## src/rtl/gpio_bank_pkg.sv

```systemverilog
package gpio_bank_pkg;
  localparam int ADDR_W = 3;
  localparam logic [ADDR_W-1:0] A_PORT = 3'd0;
  localparam logic [ADDR_W-1:0] A_LAT  = 3'd1;
  localparam logic [ADDR_W-1:0] A_DIR  = 3'd2;
  localparam logic [ADDR_W-1:0] A_ANS  = 3'd3;
  localparam logic [ADDR_W-1:0] A_ODC  = 3'd4;

  // Digital driver for one pin: open-drain drives only a low level.
  function automatic logic [1:0] drive_of(input logic dir_in, input logic odc,
                                          input logic src);
    logic oe, val;
    oe  = !dir_in && (!odc || !src);
    val = odc ? 1'b0 : src;
    return {oe, val};
  endfunction
endpackage

```

## src/rtl/gpio_bank_regs.sv

```systemverilog
module gpio_bank_regs
  import gpio_bank_pkg::*;
#(
  parameter int W = 8
) (
  input  logic              clk,
  input  logic              rst_n,
  input  logic [ADDR_W-1:0] bus_addr,
  input  logic              bus_we,
  input  logic [W-1:0]      bus_wdata,
  input  logic [W-1:0]      port_view,
  output logic [W-1:0]      bus_rdata,
  output logic [W-1:0]      lat_q,
  output logic [W-1:0]      dir_q,
  output logic [W-1:0]      ans_q,
  output logic [W-1:0]      odc_q
);
  logic addr_hit;
  logic wr_lat_evt;
  assign addr_hit   = (bus_addr <= A_ODC);
  assign wr_lat_evt = bus_we && (bus_addr == A_PORT || bus_addr == A_LAT);

  always_ff @(posedge clk or negedge rst_n) begin
    if (!rst_n) begin
      lat_q <= '0;
      dir_q <= '1;
      ans_q <= '1;
      odc_q <= '0;
    end else begin
      if (wr_lat_evt)                     lat_q <= bus_wdata;
      if (bus_we && bus_addr == A_DIR)    dir_q <= bus_wdata;
      if (bus_we && bus_addr == A_ANS)    ans_q <= bus_wdata;
      if (bus_we && bus_addr == A_ODC)    odc_q <= bus_wdata;
    end
  end

  always_comb begin
    case (bus_addr)
      A_PORT:  bus_rdata = port_view;
      A_LAT:   bus_rdata = lat_q;
      A_DIR:   bus_rdata = dir_q;
      A_ANS:   bus_rdata = ans_q;
      A_ODC:   bus_rdata = odc_q;
      default: bus_rdata = '0;
    endcase
  end

  AST_LAT_LOAD: assert property (@(posedge clk) disable iff (!rst_n)
    wr_lat_evt |=> lat_q == $past(bus_wdata));
  AST_UNMAPPED_ZERO: assert property (@(posedge clk) disable iff (!rst_n)
    !addr_hit |-> bus_rdata == '0);
  AST_UNMAPPED_NO_WRITE: assert property (@(posedge clk) disable iff (!rst_n)
    (bus_we && !addr_hit) |=> $stable(dir_q) && $stable(ans_q) && $stable(odc_q));
endmodule

```

## src/rtl/gpio_bank_sync.sv

```systemverilog
module gpio_bank_sync #(
  parameter int W      = 8,
  parameter int STAGES = 2
) (
  input  logic         clk,
  input  logic         rst_n,
  input  logic [W-1:0] d,
  output logic [W-1:0] q
);
  logic [STAGES-1:0][W-1:0] chain_q;

  always_ff @(posedge clk or negedge rst_n) begin
    if (!rst_n) begin
      chain_q <= '0;
    end else begin
      chain_q[0] <= d;
      for (int s = 1; s < STAGES; s++) chain_q[s] <= chain_q[s-1];
    end
  end

  assign q = chain_q[STAGES-1];

  AST_STAGE_SHIFT: assert property (@(posedge clk) disable iff (!rst_n)
    chain_q[0] == d |=> chain_q[1 % STAGES] == (STAGES > 1 ? $past(d) : d) || STAGES == 1);
endmodule

```

## src/rtl/gpio_bank_pinmux.sv

```systemverilog
module gpio_bank_pinmux
  import gpio_bank_pkg::*;
#(
  parameter int W = 8
) (
  input  logic         clk,
  input  logic         rst_n,
  input  logic [W-1:0] lat_q,
  input  logic [W-1:0] dir_q,
  input  logic [W-1:0] odc_q,
  input  logic [W-1:0] cfg_ovr_en,
  input  logic [W-1:0] cfg_ovr_out,
  input  logic [W-1:0] cfg_ovr_oe,
  input  logic [W-1:0] ana_out_en,
  input  logic [W-1:0] periph_en,
  input  logic [W-1:0] periph_out,
  output logic [W-1:0] pad_out,
  output logic [W-1:0] pad_oe
);
  logic [W-1:0] src_bit;
  logic [W-1:0] dig_owner;

  for (genvar i = 0; i < W; i++) begin : g_pin
    logic [1:0] drv;
    assign src_bit[i]   = periph_en[i] ? periph_out[i] : lat_q[i];
    assign dig_owner[i] = !cfg_ovr_en[i] && !ana_out_en[i];
    assign drv          = drive_of(dir_q[i], odc_q[i], src_bit[i]);

    always_comb begin
      if (cfg_ovr_en[i]) begin
        pad_oe[i]  = cfg_ovr_oe[i];
        pad_out[i] = cfg_ovr_out[i];
      end else if (ana_out_en[i]) begin
        pad_oe[i]  = 1'b0;
        pad_out[i] = 1'b0;
      end else begin
        pad_oe[i]  = drv[1];
        pad_out[i] = drv[0];
      end
    end

    AST_ANA_OUT_HIZ: assert property (@(posedge clk) disable iff (!rst_n)
      (ana_out_en[i] && !cfg_ovr_en[i]) |-> !pad_oe[i]);
    AST_ODC_NO_HIGH: assert property (@(posedge clk) disable iff (!rst_n)
      (dig_owner[i] && odc_q[i] && pad_oe[i]) |-> !pad_out[i]);
    AST_INPUT_NO_DRIVE: assert property (@(posedge clk) disable iff (!rst_n)
      (dig_owner[i] && dir_q[i]) |-> !pad_oe[i]);
    AST_OVR_WINS: assert property (@(posedge clk) disable iff (!rst_n)
      cfg_ovr_en[i] |-> (pad_oe[i] == cfg_ovr_oe[i] && pad_out[i] == cfg_ovr_out[i]));
  end
endmodule

```

## src/rtl/gpio_bank.sv

```systemverilog
module gpio_bank
  import gpio_bank_pkg::*;
#(
  parameter int W       = 8,
  parameter int SYNC_ST = 2
) (
  input  logic              clk,
  input  logic              rst_n,
  input  logic [ADDR_W-1:0] bus_addr,
  input  logic              bus_we,
  input  logic [W-1:0]      bus_wdata,
  output logic [W-1:0]      bus_rdata,
  input  logic [W-1:0]      pad_in,
  output logic [W-1:0]      pad_out,
  output logic [W-1:0]      pad_oe,
  input  logic [W-1:0]      cfg_ovr_en,
  input  logic [W-1:0]      cfg_ovr_out,
  input  logic [W-1:0]      cfg_ovr_oe,
  input  logic [W-1:0]      ana_out_en,
  input  logic [W-1:0]      periph_en,
  input  logic [W-1:0]      periph_out
);
  logic [W-1:0] lat_q, dir_q, ans_q, odc_q;
  logic [W-1:0] pin_sync;
  logic [W-1:0] read_blank;
  logic [W-1:0] port_view;

  gpio_bank_sync #(.W(W), .STAGES(SYNC_ST)) u_sync (
    .clk(clk), .rst_n(rst_n), .d(pad_in), .q(pin_sync)
  );

  assign read_blank = ans_q | ana_out_en;
  assign port_view  = pin_sync & ~read_blank;

  gpio_bank_regs #(.W(W)) u_regs (
    .clk(clk), .rst_n(rst_n), .bus_addr(bus_addr), .bus_we(bus_we),
    .bus_wdata(bus_wdata), .port_view(port_view), .bus_rdata(bus_rdata),
    .lat_q(lat_q), .dir_q(dir_q), .ans_q(ans_q), .odc_q(odc_q)
  );

  gpio_bank_pinmux #(.W(W)) u_mux (
    .clk(clk), .rst_n(rst_n), .lat_q(lat_q), .dir_q(dir_q), .odc_q(odc_q),
    .cfg_ovr_en(cfg_ovr_en), .cfg_ovr_out(cfg_ovr_out), .cfg_ovr_oe(cfg_ovr_oe),
    .ana_out_en(ana_out_en), .periph_en(periph_en), .periph_out(periph_out),
    .pad_out(pad_out), .pad_oe(pad_oe)
  );

  AST_PORT_READ_BLANKED: assert property (@(posedge clk) disable iff (!rst_n)
    (bus_addr == A_PORT) |-> (bus_rdata & (ans_q | ana_out_en)) == '0);
endmodule

```

## config.mk

```make
export PLATFORM = sky130hd
export DESIGN_NAME = gpio_bank
export DESIGN_NICKNAME = d
export VERILOG_FILES = /design/src/rtl/gpio_bank_pkg.sv /design/src/rtl/gpio_bank_regs.sv /design/src/rtl/gpio_bank_sync.sv /design/src/rtl/gpio_bank_pinmux.sv /design/src/rtl/gpio_bank.sv
export SDC_FILE = /design/constraint.sdc
export NUM_CORES = 1
export LEC_CHECK = 0
export ABC_AREA = 1
export BUFFER_PORTS_ARGS = -buffer_cell sky130_fd_sc_hd__buf_2
export CAP_MARGIN = 20
export CORE_MARGIN = 2
export CORE_UTILIZATION = 49
export CTS_CLUSTER_DIAMETER = 100
export DETAILED_ROUTE_END_ITERATION = 16
export PLACE_DENSITY_LB_ADDON = 0.15
export SKIP_LAST_GASP = 1
export SYNTH_ARGS = -nofsm -noshare
export SYNTH_HDL_FRONTEND = slang
export SYNTH_SLANG_ARGS = --single-unit
```

## constraint.sdc

```tcl
create_clock -name clk -period 0.95 [get_ports clk]
set_input_delay 0.095 -clock clk [delete_from_list [all_inputs] [get_ports clk]]
set_output_delay 0.095 -clock clk [all_outputs]
set_load 0.01 [all_outputs]
```

==> impl_metrics.toml <==
[clock_network]
htree_num_levels = 2
numCtsBuffers = 5
insertion_delay_ns = 0.30
cts_root_buffer = "clkbuf_8"
cts_tree = "built"
cts.sinks = 48
clk_path_buf_depth = 2
path_clk_slew_ns = 0.08

[synth]
yosys.area.top_type = "dfrtp_1"
synth_seq_cells = 48
synth_top_cell_area_share_pct = 31.2
synth_compound_area_share_pct = 8.96
netlist_instances = 331
synthAdderAreaFrac_pct = 0
synth-main-ff-cell = "dfrtp_1"
synth_edf_count = 0
synthMuxAreaShare_pct = 0
synth_top_family_by_area = "simple AND/OR/NAND/NOR gates"
synth_xor_area_share_pct = 0
ys_seq_area_share_pct = 47.5
yosys.area_share.simple_pct = 36.6
synth_area_sq_mm = 0.00257
synth_cell_types = 21
ys_top_cells_by_area = "dfrtp_1 (31%), dfstp_2 (16%), nand2_1 (15%)"
synth_fp_nets = 401
syn_area_per_cell_sq_um = 7.76
yosys_warnings = 0
async_flop_share_pct = 100

[routing]
detail-route-antenna-nets = 0
firstDrtPassIters = 4
postRouteWirelength_microns = 6430
drc_errors = 0
routedWlPerCell_microns = 11.9
route.vias.total = 2596
viasPerCell = 4.83
drtIter0Drc = 130

[global_routing]
grt_usage_pct = 23.1
grt_overflow = 0
grt_pass1_vias = 2460
grt_max_degree = 49
grt_pass1_wl_microns = 11000
antenna_found_initial = 0

[layout]
nets = 537
utilization_pct = 71.2
drive_above_1_share_pct = 41.5
fill_cells = 405
final_area_sq_mm = 0.00361
antenna_cells = 0
stdcell_count = 538
syn2layout_area_growth_pct = 40.6

[worst_hold_path]
timing.hold.worst.start = "bus_wdata[1]"
hp-class = "in -> reg"

[critical_path]
worst-setup-path-type = "reg -> out"
r2r-start = "u_regs.dir_q[2]"
worst-path-max-fanout = 3
start_kind = "flip-flop"
crit_path_end_kind = "primary output"
critPathLaunch = "u_regs.ans_q[1]"
crit_required_ns = 0.85
critical_path_arrival_ns = 1.27

[sta]
skew_ns = 0.000337
slew_viol_final = 0
finalCriticalPeriod_ns = 1.36
fmax_mhz = 734
fin_ws_ns = -0.413
max-slew-margin-rel_pct = 81.3
hold_viol = 0
rsz0062_at_grt = "true"
worst_pin_slew_ns = 0.280
setup_violations = 24
fin_crit_sh_pct = 143

[floorplan]
core_sq_mm = 0.00507
die_width_microns = 76.4
io_pins = 94
die_y_microns = 76.4
dieArea_sq_mm = 0.00584
num_rows = 26
initial_core_util_pct = 50.6

[pwr]
pwr-share-clk_pct = 28.2
p_sw_w = 0.00161
p_int_w = 0.00403
peakVddDrop_v = 0.00104
comb_power_share_pct = 25.3
sw_frac_of_total_pct = 28.5
powerDensity_mw_per_mm2 = 1560
p_total_w = 0.00564
seqPwrFrac_pct = 46.5
p_leak_nw = 1.93

[place]
placed_cell_area_sq_mm = 0.00332
gp_congestion = 0.843
placed_cells = 518
hpwl_microns = 4860
port_buffers = 93

[outcome]
violations = "setup timing"
status = "finished with violations"

[job]
drv_cap = 0
[cell usage after synthesis (4+ instances only)]
library cell / count
o21ai_0: 22
inv_1: 27
dfstp_2: 16
nand2_1: 102
o21ai_2: 8
a21oi_1: 8
nand4_1: 6
dfrtp_1: 32
nor2_1: 52
nor2_4: 4
nand3_1: 35
[power groups by stage]
stage / Sequential, W / Clock [W] / Combinational [W]
finish: 0.00262 / 0.00159 / 0.00143
global route: 0.00266 / 0.00171 / 0.00160
CTS: 0.00262 / 0.00162 / 0.00141
detailed placement: 0.00265 / 0 / 0.00132
global placement: 0.00264 / 0 / 0.00129
floorplan: 0.00258 / 0 / 0.000715
[per-layer routing]
layer | wire (microns) | global-route usage (%) | vias to the layer above
li1 | - | - | 1330
met1 | 2910 | 31.3 | 1175
met2 | 3060 | 38.4 | 84
met3 | 388 | 4.15 | 7
met4 | 65 | 6.00 | 0
met5 | 0 | 0 | -
[registers in the layout, indices dropped and copies added (netlist names)]
signal / flops
u_sync.q: 8
u_regs.ans_q: 8
u_regs.dir_q: 8
u_regs.lat_q: 8
u_sync.chain_q: 8
u_regs.odc_q: 8
[placed cells by master (no fill, tap or decap), drive strengths merged]
cell type    count
o21ai           32
dfstp           16
inv             29
buf            127
nand2          107
nand3           36
a21oi            8
nand4            6
clkbuf           7
nor2            58
dfrtp           32
bufinv           1
dlygate4sd3      9
[cells by family after synthesis]
| logic type | Yosys count |
|---|---|
| flops | 48 |
| compound gates | 40 |
| simple gates | 207 |
| buf+inv | 36 |
[repair_timing]
item,CTS,global route
hold endpoints to repair,40,0
setup endpoints to repair,24,25
gates resized for setup,25,6
hold buffers,9,0
buffers inserted,1,2
pin swaps,20,16
[worst max-delay path, cell delays in order (launching register included)]
cell and delay, ns:
dfstp_2 0.55, nor2_1 0.04, nand2_1 0.05, nor2_1 0.04, nor2_1 0.09, nand2_1 0.06
buf_2 0.13
[stage by stage]
step           setup slack [ns]  TNS, ns  hold WS [ns]
6_report                 -0.413    -7.43        0.0151
3_5_place_dp             -0.134    -4.63        0.0990
2_1_floorplan           0.00639        0        -0.201
3_3_place_gp             -0.116    -3.67        0.0962
4_1_cts                  -0.439    -7.74        0.0106
5_1_grt                  -0.503    -9.38        0.0240
[final cells by class]
| type | instances | area, sq um | share of cell area, % |
|---|---|---|---|
| multi-input cells | 247 | 1210 | 33.6 |
| flip-flops and latches | 48 | 1220 | 33.8 |
| clock inverters | 1 | 30.0 | 0.832 |
| clock buffers | 7 | 96.3 | 2.67 |
| repair buffers | 136 | 852 | 23.6 |
| inverters | 29 | 109 | 3.01 |
| well taps | 70 | 87.6 | 2.43 |
[worst paths after layout]
| path | end | depth (start not counted) | slack (ns) |
|---|---|---|---|
| max in group asynchronous | u_regs.dir_q[5] | 3 | 0.36 |
| min in group asynchronous | u_sync.chain_q[3] | 3 | 0.29 |
| worst max-delay path | bus_rdata[1] | 6 | -0.41 |
| worst min register to register | u_sync.q[6] | 0 | 0.35 |
| worst min-delay path | u_regs.ans_q[1] | 3 | 0.02 |
| worst max register to register | u_regs.dir_q[2] | 3 | 0.06 |
No activity file was read; power rests on OpenSTA's default activity.
